--- src/rtl/csq_pkg.sv ---
package csq_pkg;

  typedef enum logic [1:0] {
    RXS_IDLE = 2'd0,
    RXS_ON   = 2'd1,
    RXS_HOLD = 2'd2
  } rx_state_t;

  // counter width able to hold values 0..lim
  function automatic int cnt_width(input int lim);
    return (lim < 2) ? 1 : $clog2(lim + 1);
  endfunction

  // a run of (cnt + 1) samples has reached the limit
  function automatic logic run_done(input int unsigned cnt, input int unsigned lim);
    return (cnt + 1) >= lim;
  endfunction

endpackage

--- src/rtl/csq_sync2.sv ---
module csq_sync2 #(
  parameter int        WIDTH   = 1,
  parameter logic [WIDTH-1:0] RST_VAL = '0
) (
  input  logic             clk,
  input  logic             rst_n,
  input  logic [WIDTH-1:0] d_async,
  output logic [WIDTH-1:0] q_sync
);
  logic [WIDTH-1:0] meta_q;
  logic [WIDTH-1:0] sync_q;

  always_ff @(posedge clk or negedge rst_n) begin
    if (!rst_n) begin
      meta_q <= RST_VAL;
      sync_q <= RST_VAL;
    end else begin
      meta_q <= d_async;
      sync_q <= meta_q;
    end
  end

  assign q_sync = sync_q;
endmodule

--- src/rtl/csq_rx_squelch.sv ---
module csq_rx_squelch
  import csq_pkg::*;
#(
  parameter int RX_OFF_CYC = 20,
  parameter int RX_WIN_CYC = 100000,
  localparam int OFF_W = cnt_width(RX_OFF_CYC),
  localparam int WIN_W = cnt_width(RX_WIN_CYC)
) (
  input  logic             clk,
  input  logic             rst_n,
  input  logic             sig_s,
  input  logic             line_s,
  output logic             active,
  output logic             holding,
  output logic [WIN_W-1:0] win_cnt
);
  rx_state_t        state_q;
  logic [OFF_W-1:0] hi_q;
  logic [WIN_W-1:0] win_q;

  always_ff @(posedge clk or negedge rst_n) begin
    if (!rst_n) begin
      state_q <= RXS_IDLE;
      hi_q    <= '0;
      win_q   <= '0;
    end else begin
      unique case (state_q)
        RXS_IDLE: begin
          hi_q  <= '0;
          win_q <= '0;
          if (sig_s) state_q <= RXS_ON;
        end
        RXS_ON: begin
          if (!sig_s) begin
            state_q <= RXS_IDLE;
            hi_q    <= '0;
          end else if (line_s) begin
            if (run_done(32'(hi_q), RX_OFF_CYC)) begin
              state_q <= RXS_HOLD;
              hi_q    <= '0;
              win_q   <= '0;
            end else begin
              hi_q <= hi_q + 1'b1;
            end
          end else begin
            hi_q <= '0;
          end
        end
        RXS_HOLD: begin
          if (!sig_s) begin
            state_q <= RXS_IDLE;
            win_q   <= '0;
          end else if (run_done(32'(win_q), RX_WIN_CYC)) begin
            state_q <= RXS_ON;
            win_q   <= '0;
            hi_q    <= '0;
          end else begin
            win_q <= win_q + 1'b1;
          end
        end
        default: state_q <= RXS_IDLE;
      endcase
    end
  end

  assign active  = (state_q == RXS_ON);
  assign holding = (state_q == RXS_HOLD);
  assign win_cnt = win_q;
endmodule

--- src/rtl/csq_tx_squelch.sv ---
module csq_tx_squelch
  import csq_pkg::*;
#(
  parameter int TX_MIN_LOW  = 2,
  parameter int TX_IDLE_CYC = 30,
  localparam int LO_W = cnt_width(TX_MIN_LOW),
  localparam int HI_W = cnt_width(TX_IDLE_CYC)
) (
  input  logic clk,
  input  logic rst_n,
  input  logic tx_s,
  output logic active
);
  logic            act_q;
  logic [LO_W-1:0] lo_q;
  logic [HI_W-1:0] hi_q;

  always_ff @(posedge clk or negedge rst_n) begin
    if (!rst_n) begin
      act_q <= 1'b0;
      lo_q  <= '0;
      hi_q  <= '0;
    end else if (!act_q) begin
      hi_q <= '0;
      if (tx_s) begin
        lo_q <= '0;
      end else if (run_done(32'(lo_q), TX_MIN_LOW)) begin
        act_q <= 1'b1;
        lo_q  <= '0;
      end else begin
        lo_q <= lo_q + 1'b1;
      end
    end else begin
      lo_q <= '0;
      if (!tx_s) begin
        hi_q <= '0;
      end else if (run_done(32'(hi_q), TX_IDLE_CYC)) begin
        act_q <= 1'b0;
        hi_q  <= '0;
      end else begin
        hi_q <= hi_q + 1'b1;
      end
    end
  end

  assign active = act_q;
endmodule

--- src/rtl/carrier_squelch_top.sv ---
module carrier_squelch_top
  import csq_pkg::*;
#(
  parameter int RX_OFF_CYC  = 20,
  parameter int RX_WIN_CYC  = 100000,
  parameter int TX_MIN_LOW  = 2,
  parameter int TX_IDLE_CYC = 30
) (
  input  logic clk,
  input  logic rst_n,
  input  logic rx_sig_async,
  input  logic rx_line_async,
  input  logic tx_in_async,
  output logic rx_active,
  output logic rx_pos,
  output logic rx_neg,
  output logic tx_active
);
  localparam int WIN_W = cnt_width(RX_WIN_CYC);

  logic [2:0]       sync_v;
  logic             rx_sig_s;
  logic             rx_line_s;
  logic             tx_in_s;
  logic             rx_holding;
  logic [WIN_W-1:0] rx_win_cnt;

  // bit 0: comparator (idle 0), bit 1: rx line (idle 1), bit 2: tx input (idle 1)
  csq_sync2 #(.WIDTH(3), .RST_VAL(3'b110)) sync_i (
    .clk     (clk),
    .rst_n   (rst_n),
    .d_async ({tx_in_async, rx_line_async, rx_sig_async}),
    .q_sync  (sync_v)
  );

  assign rx_sig_s  = sync_v[0];
  assign rx_line_s = sync_v[1];
  assign tx_in_s   = sync_v[2];

  csq_rx_squelch #(.RX_OFF_CYC(RX_OFF_CYC), .RX_WIN_CYC(RX_WIN_CYC)) rx_i (
    .clk     (clk),
    .rst_n   (rst_n),
    .sig_s   (rx_sig_s),
    .line_s  (rx_line_s),
    .active  (rx_active),
    .holding (rx_holding),
    .win_cnt (rx_win_cnt)
  );

  csq_tx_squelch #(.TX_MIN_LOW(TX_MIN_LOW), .TX_IDLE_CYC(TX_IDLE_CYC)) tx_i (
    .clk    (clk),
    .rst_n  (rst_n),
    .tx_s   (tx_in_s),
    .active (tx_active)
  );

  // idle output pair sits at differential zero
  assign rx_pos = rx_active & rx_line_s;
  assign rx_neg = rx_active & ~rx_line_s;
endmodule

--- config.mk ---
export PLATFORM = sky130hd
export DESIGN_NAME = carrier_squelch_top
export DESIGN_NICKNAME = d
export VERILOG_FILES = /design/src/rtl/csq_pkg.sv /design/src/rtl/csq_sync2.sv /design/src/rtl/csq_rx_squelch.sv /design/src/rtl/csq_tx_squelch.sv /design/src/rtl/carrier_squelch_top.sv
export SDC_FILE = /design/constraint.sdc
export NUM_CORES = 1
export LEC_CHECK = 0
export BUFFER_PORTS_ARGS = -buffer_cell sky130_fd_sc_hd__clkbuf_2
export CORE_ASPECT_RATIO = 1.5
export CORE_MARGIN = 2
export CORE_UTILIZATION = 40
export CTS_CLUSTER_DIAMETER = 120
export DETAILED_ROUTE_END_ITERATION = 8
export PLACE_DENSITY = 0.63
export SYNTH_ARGS = -nofsm -noshare
export SYNTH_HDL_FRONTEND = slang
export SYNTH_HIERARCHICAL = 1
export SYNTH_SLANG_ARGS = --single-unit
--- constraint.sdc ---
create_clock -name clk -period 3.6 [get_ports clk]
set_input_delay 0.18 -clock clk [delete_from_list [all_inputs] [get_ports clk]]
set_output_delay 0.18 -clock clk [all_outputs]
set_load 0.01 [all_outputs]
=== Yosys cells after proc, flatten, opt, wreduce, memory -nomap -nowiden ===
Cells that the tools add are included.

* Reduce and logical (&&, ||, !) cells: 5
* Bitwise operators: 3
* Multiplexer cells: 30
* Magnitude comparators: 4
* $add $sub $neg: 8
* Equality and inequality tests: 11

{| class="wikitable"
|+ Operators by type and width
! kind !! number
|-
| 17-bit two-way mux || 5
|-
| 32-bit by 5-bit >= comparator with 1-bit output, second input constant || 2
|-
| 17-bit one-hot mux with 3 select lines || 1
|-
| 5-bit two-way mux || 8
|-
| 32-bit by 17-bit >= comparator with 1-bit output, second input constant || 1
|-
| 32-bit by 2-bit >= comparator with 1-bit output, second input constant || 1
|-
| 17-bit by 1-bit adder with 18-bit output, second input constant || 1
|-
| 2-bit two-way mux || 9
|-
| 17-bit by 1-bit adder with 17-bit output, second input constant || 1
|-
| 5-bit one-hot mux with 3 select lines || 1
|-
| 5-bit by 1-bit adder with 6-bit output, second input constant || 2
|-
| 5-bit by 1-bit adder with 5-bit output, second input constant || 2
|-
| 2-bit by 1-bit != test with 1-bit output, second input constant || 5
|-
| 3-bit by 2-bit != test with 1-bit output, second input constant || 3
|-
| 4-bit AND reduction || 2
|-
| 2-bit one-hot mux with 3 select lines || 1
|-
| 1-bit two-way mux || 5
|-
| 2-bit by 1-bit adder with 3-bit output, second input constant || 1
|-
| 3-bit AND reduction || 1
|-
| 3-bit nonzero test || 1
|-
| 2-bit by 1-bit adder with 2-bit output, second input constant || 1
|-
| 1-bit bitwise AND || 2
|-
| 2-bit by 1-bit equality test with 1-bit output, second input constant || 1
|-
| 2-bit equality test, second input constant || 1
|-
| 3 further kinds || 3
|}

* Output and inout port bits: 4
* Input bits: 5
* Bits in registers: 38
* Word-level logic and storage cells: 69

=== Logic depth before layout (Yosys ltp) ===
Gate-level depths: netlist (run 1).

* Depth in word-level cells: 6
* Gate-level depth with buffers: 10
* Mapped depth without buffers: 8

=== By module ===
Netlist (run 1), hierarchy kept.

{| class="wikitable"
|+ Modules (own cells, without submodules)
! module !! sequential area each (um^2) !! area each (um^2) !! cells each !! instances
|-
| csq_rx_squelch || 600.6 || 1630.3 || 183 || 1
|-
| csq_tx_squelch || 200.2 || 421.7 || 38 || 1
|-
| csq_sync2 || 155.1 || 155.1 || 6 || 1
|-
| carrier_squelch_top || 0.0 || 16.3 || 2 || 1
|}

=== Least setup slack after synthesis (run 1) ===
No wires, ideal clock.

* Path type: flip-flop to flip-flop
* Start: reg rx_i.win_q[2] (netlist: rx_i/win_cnt[2])
* End: reg rx_i.hi_q[2]
* Buffers on the path: 0
* Setup time: 0.124 ns
* Data arrival time: 2.249 ns
* Path slack: 1.227 ns
* Clock period less this slack: 2.373 ns
* Stages on the path, launching flop included: 8
* Required time: 3.476 ns
* Cells stage by stage: dfrtp_1 -> nand3_4 -> nor4_2 -> mux2_2 -> a21o_1 -> a21oi_1 -> a31oi_2 -> a211o_1

* Word-level cells in the longest chain between the ends: 4

{| class="wikitable"
|+ Ends and longest elaborated chain
! what !! RTL line !! RTL
|-
| from (decl) || csq_rx_squelch.sv:19 || <nowiki>logic [WIN_W-1:0] win_q;</nowiki>
|-
| from (signal assigned) || csq_rx_squelch.sv:58 || <nowiki>win_q <= win_q + 1'b1;</nowiki>
|-
| 17-bit by 1-bit adder with 18-bit output || csq_pkg.sv:16 || <nowiki>return (cnt + 1) >= lim;</nowiki>
|-
| 32-bit by 17-bit >= comparator with 1-bit output || csq_pkg.sv:16 ||
|-
| 2-bit by 1-bit != test with 1-bit output (no source line) || - ||
|-
| 3-bit AND reduction (no source line) || - ||
|-
| to (signal assigned) || csq_rx_squelch.sv:43 || <nowiki>hi_q <= hi_q + 1'b1;</nowiki>
|-
| to (decl) || csq_rx_squelch.sv:18 || <nowiki>logic [OFF_W-1:0] hi_q;</nowiki>
|}

Every way passes these cells.
A chain may end at the register's enable or synchronous reset.

=== Worst setup path after layout (run 1) ===
* Start: reg rx_i.win_q[0] (netlist: rx_i/win_cnt[0])
* End: reg rx_i.win_q[13] (netlist: rx_i/win_cnt[13])

* Word-level cells in the longest chain between the ends: 5
* Elaborated cells between the ends (all ways): 6
* Those cells by class: add/sub (2); order compare (1); mux (3)

{| class="wikitable"
|+ Ends and longest elaborated chain
! what !! RTL line !! RTL
|-
| 17-bit by 1-bit adder with 18-bit output || csq_pkg.sv:16 ||
|-
| 32-bit by 17-bit >= comparator with 1-bit output || csq_pkg.sv:16 ||
|-
| 17-bit two-way mux (*) || csq_rx_squelch.sv:53 || <nowiki>end else if (run_done(32'(win_q), RX_WIN_CYC)) begin</nowiki>
|-
| 17-bit two-way mux (*) || csq_rx_squelch.sv:50 || <nowiki>if (!sig_s) begin</nowiki>
|-
| 17-bit one-hot mux with 3 select lines (*) || csq_rx_squelch.sv:27 || <nowiki>unique case (state_q)</nowiki>
|}

Mark *: on every way between the ends. The rest lies on a longest branch, timed or not.

==> impl_metrics.toml, run 1 <==
[run]
max_cap_viol_count = 0

[global_routing]
overflow = 0
grt_use_total = 0.151
grt_pass1_wl_mm = 7.27
grt_pass1_vias = 1610
antenna_found_initial = 0
grt_start_max_net_pins = 39

[setup_path]
cp_top_family = "compound AO/OA/AOI/OAI gates"
timing.rr.end = "rx_i/win_cnt[13]"
crit_chain = "ha_1 > nand3_2 > nor4_1 > a21o_1 > a32o_2 > o21ai_0 > a31oi_1"
r2r_cells = 7
r2r_setup_slack_ns = 0.74
crit_type = "reg -> reg"
crit_start = "rx_i/win_cnt[0]"
worstSetupStartpointType = "flop"
path_depth = 7
cp-end-kind = "flop"
worstReg2RegStart = "rx_i/win_cnt[0]"
cpPeakStageDelay_ns = 0.74
path_buf_inv = 0
required_ns = 3.81
cp.arrival_ns = 3.07
crit_slowest_cell = "nor4_1"
crit_end = "rx_i/win_cnt[13]"
cp_max_fo = 28

[yosys]
syn_area_per_cell_um2 = 9.71
yosysTopAreaCellShare = 0.383
synth_fp_nets = 241
synth_area_leaders = "dfrtp_1, dfstp_2, ha_1"
synthSimpleGateAreaFrac = 0.214
synth.most_common_cell = "dfrtp_1"
async_reset_ff_frac = 1.00
yosys_most_used_dff = "dfrtp_1"
yosys.area_share.xor_xnor = 0.0270
synth-seq-cells = 38
synth_area_um2 = 2220
netlist_instances = 229
yosysTopAreaCell = "dfrtp_1"
synthMuxAreaShare = 0.0287
synth-seq-area-share = 0.430
synth_compound_area_frac = 0.207
synth_fa_ha_area_frac = 0.0394
synthDistinctLibCells = 55
synth_edf_count = 0
synth_common_cells = "dfrtp_1, nand2_1, inv_1"
synth_top_family_by_area = "simple AND/OR/NAND/NOR gates"
ys_warn_count = 6

[route]
drt-total-wl_mm = 4.36
drt_iter0_markers = 90
drt-wirelength-per-cell_um = 14.1
viasPerCell = 5.62
met3_wirelength_um = 98
via_count = 1743
wl_met1_mm = 1.85
drc = 0
dr.pass1.iters = 4
top_layer = "met4"
met2WireLength_mm = 2.34
postRouteAntennaNets = 0

[pwr]
ir_worst_vdd_uv = 196
p_leak_nw = 0.995
power_density_nw_per_um2 = 358

[floorplanning]
core-area_um2 = 5410
io_pins = 9
start_util = 0.411
die_x_um = 64.9
fp.dieArea_um2 = 6180
dieHeight_um = 95.3
core.rowCount = 33

[cts]
cts_tree = "yes"
cts_max_path_buffers = 2
clock_latency_ns = 0.30
cts-resized-gates = 0
hold_buffers = 3
cts-root-buf = "clkbuf_8"
cts_buffers = 5
htreeDepth = 2
numClockSinks = 38
cts_setup_buffers = 0
path_clk_slew_ns = 0.08

[placed_design]
pre_cts_slack_ns = 0.789
dp_hpwl_mm = 3.08
placed_area_um2 = 2290
io_buffers = 8
place_congestion = 0.796

[sta]
timing.slew.headroom = 0.380
slew_viol_final = 0
fin_crit_sh = 0.795
hold_viol_final = 0
setup_tns_ns = 0
finalSetupViolCount = 0
worstMarginPinSlew_ns = 0.930
period_minus_slack_ns = 2.86
rsz0062_at_grt = "false"
skew_ns = 0.00544
fmax_mhz = 350
hold_ws_ns = 0.00939
worst_slack_ns = 0.740

[run_status]
status = "complete, no violations"

[min_path]
hold_path_class = "in -> async"

[final_layout]
nFillCells = 523
drive_gt1_frac = 0.154
nNetsFinal = 251
diodes = 0
finalInstanceArea_um2 = 2430
area_delta_synth_final_pct = 9.23
-- kinds of logic (layout without fill, tap and decap cells) --
logic type | after synthesis | in the layout
buf+inv | 23 | 34
mux | 6 | 6
compound gates | 68 | 68
simple gates | 81 | 81
flops | 38 | 38
fa+ha+maj | 7 | 7
xor+xnor | 6 | 6
-- final cells by class --
cell class | count | area [um2] | share of cell area
Inverter | 14 | 52.6 | 0.0216
Clock buffer | 7 | 76.3 | 0.0314
Clock inverter | 1 | 30.0 | 0.0124
Sequential cell | 38 | 956 | 0.394
Multi-Input combinational cell | 168 | 1150 | 0.473
Timing Repair Buffer | 12 | 77.6 | 0.0319
Tap cell | 70 | 87.6 | 0.0361
-- flip-flops by register name, summed over array words and instances, names as in the netlist --
signal and cells:
sync_i/meta_q 3, tx_i/active 1, rx_i/win_cnt 17, rx_i/hi_q 5, sync_i/q_sync 3, tx_i/lo_q 2, tx_i/hi_q 5, rx_i/state_q 2
-- worst register-to-register path, stage by stage (launching register included) --
cell and delay (ns):
dfrtp_1 0.44, ha_1 0.29, nand3_2 0.18, nor4_1 0.74
a21o_1 0.23, a32o_2 0.51, o21ai_0 0.17, a31oi_1 0.21
-- how the worst min path moves through the flow --
stage             startpoint               end  depth (start not counted)
2_1_floorplan          rst_n      rx_i/hi_q[0]                          0
4_1_cts                rst_n   rx_i/win_cnt[5]                          1
6_report               rst_n   rx_i/win_cnt[5]                          1
3_3_place_gp   rx_line_async  sync_i/meta_q[1]                          1
3_5_place_dp     tx_in_async  sync_i/meta_q[2]                          1
5_1_grt                rst_n      tx_i/lo_q[0]                          1
-- routing by layer --
metal  track usage  up-vias
li1              -      863
met1         0.159      847
met2         0.288       27
met3        0.0283        6
met4        0.0674        0
met5             0        -
-- through the flow --
stage                      util  power [mW]  cells
after floorplan               -       0.490    229
after CTS                 0.449       0.878    310
after detailed placement  0.424       0.513    299
final                     0.449       0.868    310
after global placement    0.424       0.512    299
after global routing      0.449       0.901    310
-- where the power goes --
part | switching [mW] | total [mW] | internal (mW)
clock | 0.155 | 0.362 | 0.207
combinational | 0.0318 | 0.0547 | 0.0230
sequential | 0.0115 | 0.452 | 0.440
total | 0.198 | 0.868 | 0.670
-- cells in the final DEF (no fill, tap or decap), drive strengths merged, types with 3 or more instances in the layout --
cell type and n:
mux2i 3, ha 7, o21ai 13, nand4 5, a41oi 3, a211oi 5, a21oi 14, a31oi 12
o21a 3, a22o 4, dlygate4sd3 3, nor3b 5, nor2 12, nor3 7, and3 3, inv 14
nand3 11, dfstp 4, clkbuf 15, mux2 3, nor2b 3, nand2 21, xnor2 6, nor4 6
dfrtp 34
Note: power is estimated with default switching activity, not from simulation.
==> run 2: changes to the inputs <==
clock period = 2.91 ns   (was 3.6 ns; I/O delays follow)
==> run 2 against run 1 <==
  * The flow now finishes with violations (hold timing)
  * Total power is 35% higher
  * Core utilization is 1.1 points higher
  * Die area stayed put
  * First-iteration DRC count is 13% lower
  * Clock skew is 0.0020 ns higher
  * Via count is 1.5% lower
  * Clock-buffer cell count is 1 lower
  * Combinational power is 23% higher
  * Highest routed layer unchanged
==> impl_metrics.toml, run 2 (synthesis gave the netlist of run 1 again) <==
[pwr]
power_density_nw_per_um2 = 472
ir_worst_vdd_uv = 217
p_leak_nw = 1.02

[cts]
numClockSinks = 38
clock_latency_ns = 0.29
cts_buffers = 5
path_clk_slew_ns = 0.08
cts_max_path_buffers = 2
htreeDepth = 2
cts-root-buf = "clkbuf_8"
cts_setup_buffers = 0
cts_tree = "yes"

[global_routing]
use_met1 = 0.181
use_met2 = 0.281
overflow = 0
grt_pass1_vias = 1623
grtUsageMet3 = 0.0331
grt_start_max_net_pins = 39
grt_pass1_wl_mm = 7.55
busiest_layer = "met2"
antenna_found_initial = 0
grt_use_total = 0.159

[final_layout]
seqCellArea_um2 = 956
layout_common_cells = "dfrtp_1, nand2_1, inv_1, a21oi_1, nor2_1"
nFillCells = 512
largest_register_ffs = 17
nNetsFinal = 253
final_common_cell = "dfrtp_1"
multi_input_area_um2 = 1160
drive_gt1_frac = 0.169
area_delta_synth_final_pct = 12.0
finalCoreUtilization = 0.460
diodes = 0

[min_path]
hold_path_class = "in -> async"

[run_status]
status = "finished, violations left"
violations = "hold timing"

[floorplanning]
core.rowCount = 33
dieHeight_um = 95.3
core-area_um2 = 5410
die_x_um = 64.9
start_util = 0.411
fp.dieArea_um2 = 6180
io_pins = 9

[setup_path]
cp_max_fo = 28
crit_type = "reg -> reg"
cp-end-kind = "flop"
crit_end = "rx_i/win_cnt[15]"
cp.arrival_ns = 2.69
worstSetupStartpointType = "flop"
required_ns = 3.08
r2r_setup_slack_ns = 0.38
r2r_cells = 7
worstReg2RegStart = "rx_i/win_cnt[2]"
timing.rr.end = "rx_i/win_cnt[15]"
crit_start = "rx_i/win_cnt[2]"

[sta]
period_minus_slack_ns = 2.53
worstMarginPinSlew_ns = 0.922
slew_viol_final = 0
worst_slack_ns = 0.384
finalSetupViolCount = 0
setup_tns_ns = 0
hold_viol_final = 34
skew_ns = 0.00740
rsz0062_at_grt = "false"
fin_crit_sh = 0.868
fmax_mhz = 396
timing.slew.headroom = 0.385
hold_ws_ns = -0.0238

[route]
drt_iter0_markers = 78
via_count = 1716
viasPerCell = 5.50
dr.pass1.iters = 4
drt-wirelength-per-cell_um = 13.7
postRouteAntennaNets = 0
drt-total-wl_mm = 4.27
drc = 0

[placed_design]
dp_hpwl_mm = 3.02
pre_cts_slack_ns = 0.283
place_congestion = 0.768
io_buffers = 8

[run]
max_cap_viol_count = 0
[run 2: how the worst min path moves through the flow]
stage	from	cells past startpoint	end
3_5_place_dp	tx_in_async	1	sync_i/meta_q[2]
4_1_cts	rst_n	1	tx_i/lo_q[0]
6_report	rst_n	1	rx_i/win_cnt[5]
5_1_grt	rst_n	1	tx_i/lo_q[0]
3_3_place_gp	rx_line_async	1	sync_i/meta_q[1]
2_1_floorplan	rst_n	0	rx_i/hi_q[0]
[run 2: per-stage QoR]
step / instance area, um2 / total power, mW / instances
after floorplan: 2220 / 0.606 / 229
after global placement: 2310 / 0.634 / 301
after detailed placement: 2310 / 0.635 / 301
after CTS: 2480 / 1.20 / 312
after global routing: 2490 / 1.23 / 312
final: 2490 / 1.18 / 312
[run 2: critical path, cell delays in order, from the launching register on]
cell     delay (ns)
dfrtp_1        0.50
nand3_4        0.21
nor4_2         0.44
mux2_2         0.38
a21o_1         0.17
a32o_4         0.39
a41oi_1        0.25
a31oi_1        0.06
[run 2: cell type report]
type / instances / area share
Sequential cell: 38 / 0.384
Clock inverter: 2 / 0.0241
Timing Repair Buffer: 14 / 0.0372
Clock buffer: 6 / 0.0332
Multi-Input combinational cell: 168 / 0.465
Tap cell: 70 / 0.0352
Inverter: 14 / 0.0211
[run 2: timing repair]
| item | in CTS | in global routing |
|---|---|---|
| hold buffers | 3 | 0 |
| endpoints found under the hold margin | 3 | 0 |
| endpoints found under the setup margin | 0 | 4 |
| resized for setup | 0 | 1 |
[run 2: where the power goes]
part	total, mW	internal (mW)	leakage [nW]	switching, mW
registers	0.559	0.544	0.503	0.0143
clock network	0.550	0.365	0.0714	0.184
logic	0.0673	0.0285	0.447	0.0389
[run 2: metal layers]
metal | routed length, um | up-vias
li1 | - | 873
met1 | 1850 | 815
met2 | 2230 | 20
met3 | 93 | 8
met4 | 96 | 0
met5 | 0 | -
==> run 3: changes to the inputs <==
PLACE_DENSITY = 0.61   (was 0.63)
==> run 3 against run 2 <==
  * The run still ends with hold timing left
  * Critical endpoint unchanged
  * Sequential cell count unchanged
  * First-iteration DRC count up 35%
  * Largest cell class unchanged
  * Sequential power hardly changed
  * Clock-buffer cell count is the same
  * Critical path depth stayed put
  * Critical path type unchanged
  * Register-to-register slack worse by 0.08 ns
  * Hold slack improved by 0.0041 ns
==> impl_metrics.toml, run 3 (synthesis gave the netlist of run 1 again) <==
[global_routing]
grt_use_total = 0.159
antenna_found_initial = 0
grt_pass1_vias = 1637
grt_pass1_wl_mm = 7.53
grt_start_max_net_pins = 39
overflow = 0

[setup_path]
crit_slowest_cell = "dfrtp_1"
cp_max_fo = 28
cp.arrival_ns = 2.77
worstSetupStartpointType = "flop"
cpPeakStageDelay_ns = 0.46
crit_chain = "nand4_1 > nor4_2 > mux2_2 > a21o_1 > a32o_2 > a41oi_1 > a31oi_1"
cp-end-kind = "flop"
crit_type = "reg -> reg"
path_buf_inv = 0
cp_top_family = "compound AO/OA/AOI/OAI gates"
required_ns = 3.08

[placed_design]
io_buffers = 8
place_congestion = 0.797
pre_cts_slack_ns = 0.309
dp_hpwl_mm = 3.19

[sta]
period_minus_slack_ns = 2.60
hold_ws_ns = -0.0197
worstMarginPinSlew_ns = 0.931
slew_viol_final = 0
finalSetupViolCount = 0
skew_ns = 0.00361
hold_viol_final = 34
fin_crit_sh = 0.895
setup_tns_ns = 0
rsz0062_at_grt = "false"
timing.slew.headroom = 0.379
worst_slack_ns = 0.305
fmax_mhz = 384

[final_layout]
diodes = 0
drive_gt1_frac = 0.180
nNetsFinal = 256
nFillCells = 534
area_delta_synth_final_pct = 10.4
seqCellArea_um2 = 956
layout_common_cells = "dfrtp_1, nand2_1, inv_1, a21oi_1, nor2_1"
final_common_cell = "dfrtp_1"
largest_register_ffs = 17
multi_input_area_um2 = 1150

[pwr]
ir_worst_vdd_uv = 138
p_leak_nw = 1.02
power_density_nw_per_um2 = 412

[route]
drt-wirelength-per-cell_um = 14.0
drc = 0
drt_iter0_markers = 105
drt-total-wl_mm = 4.41
postRouteAntennaNets = 0
via_count = 1745
dr.pass1.iters = 4
viasPerCell = 5.54

[run_status]
status = "finished, violations left"
violations = "hold timing"

[cts]
clock_latency_ns = 0.29
cts_buffers = 5
cts_tree = "yes"
path_clk_slew_ns = 0.08
numClockSinks = 38
cts_max_path_buffers = 2
cts-root-buf = "clkbuf_8"
htreeDepth = 2
cts-resized-gates = 0

[floorplanning]
fp.dieArea_um2 = 6180
start_util = 0.411
dieHeight_um = 95.3
io_pins = 9
core-area_um2 = 5410
core.rowCount = 33
die_x_um = 64.9

[run]
max_cap_viol_count = 0

[min_path]
hold_path_class = "in -> async"
## run 3: cell type report
cell class	instances	area share
Multi-Input combinational cell	168	0.468
Timing Repair Buffer	17	0.0469
Tap cell	70	0.0357
Clock inverter	2	0.00510
Sequential cell	38	0.389
Clock buffer	6	0.0336
Inverter	14	0.0214
## run 3: worst paths after layout
check | from | end | slack (ns) | cells past startpoint
setup / recovery | rx_i/win_cnt[9] | rx_i/win_cnt[15] | 0.31 | 7
hold / removal | rst_n | rx_i/win_cnt[14] | -0.02 | 1
setup reg to reg | rx_i/win_cnt[9] | rx_i/win_cnt[15] | 0.31 | 7
hold reg to reg | sync_i/meta_q[0] | sync_i/q_sync[0] | 0.35 | 0
max in group asynchronous | rst_n | rx_i/win_cnt[10] | 2.36 | 1
min in group clk | sync_i/meta_q[0] | sync_i/q_sync[0] | 0.35 | 0
## run 3: layer usage
layer / vias up / global-route usage / wire, um
met5: - / 0 / 0
met4: 0 / 0.0656 / 99
met3: 7 / 0.0354 / 94
met2: 16 / 0.291 / 2310
met1: 845 / 0.176 / 1910
li1: 877 / - / -
## run 3: stage by stage
stage	hold WS [ns]	std cells	util	cell area (um2)	power [mW]
CTS	0.0127	315	0.454	2450	1.03
finish	-0.0197	315	0.454	2450	1.01
global route	0.0471	315	0.454	2450	1.06
floorplan	-0.150	229	-	2220	0.606
global placement	0.237	304	0.431	2330	0.634
detailed placement	0.234	304	0.431	2330	0.636
## run 3: power breakdown
part | switching [mW] | total [mW] | internal [mW]
clock | 0.194 | 0.384 | 0.190
combinational | 0.0394 | 0.0677 | 0.0284
sequential | 0.0153 | 0.560 | 0.544
total | 0.249 | 1.01 | 0.763
## run 3: timing repair
| action | in CTS | in global routing |
|---|---|---|
| hold endpoints to repair | 3 | 0 |
| hold buffers | 3 | 0 |
| buffers inserted | 0 | 0 |
## run 3: worst reg2reg max path, cell delays in order, from the launching register on
cell     delay [ns]
dfrtp_1        0.46
nand4_1        0.28
nor4_2         0.43
mux2_2         0.38
a21o_1         0.18
a32o_2         0.41
a41oi_1        0.29
a31oi_1        0.06
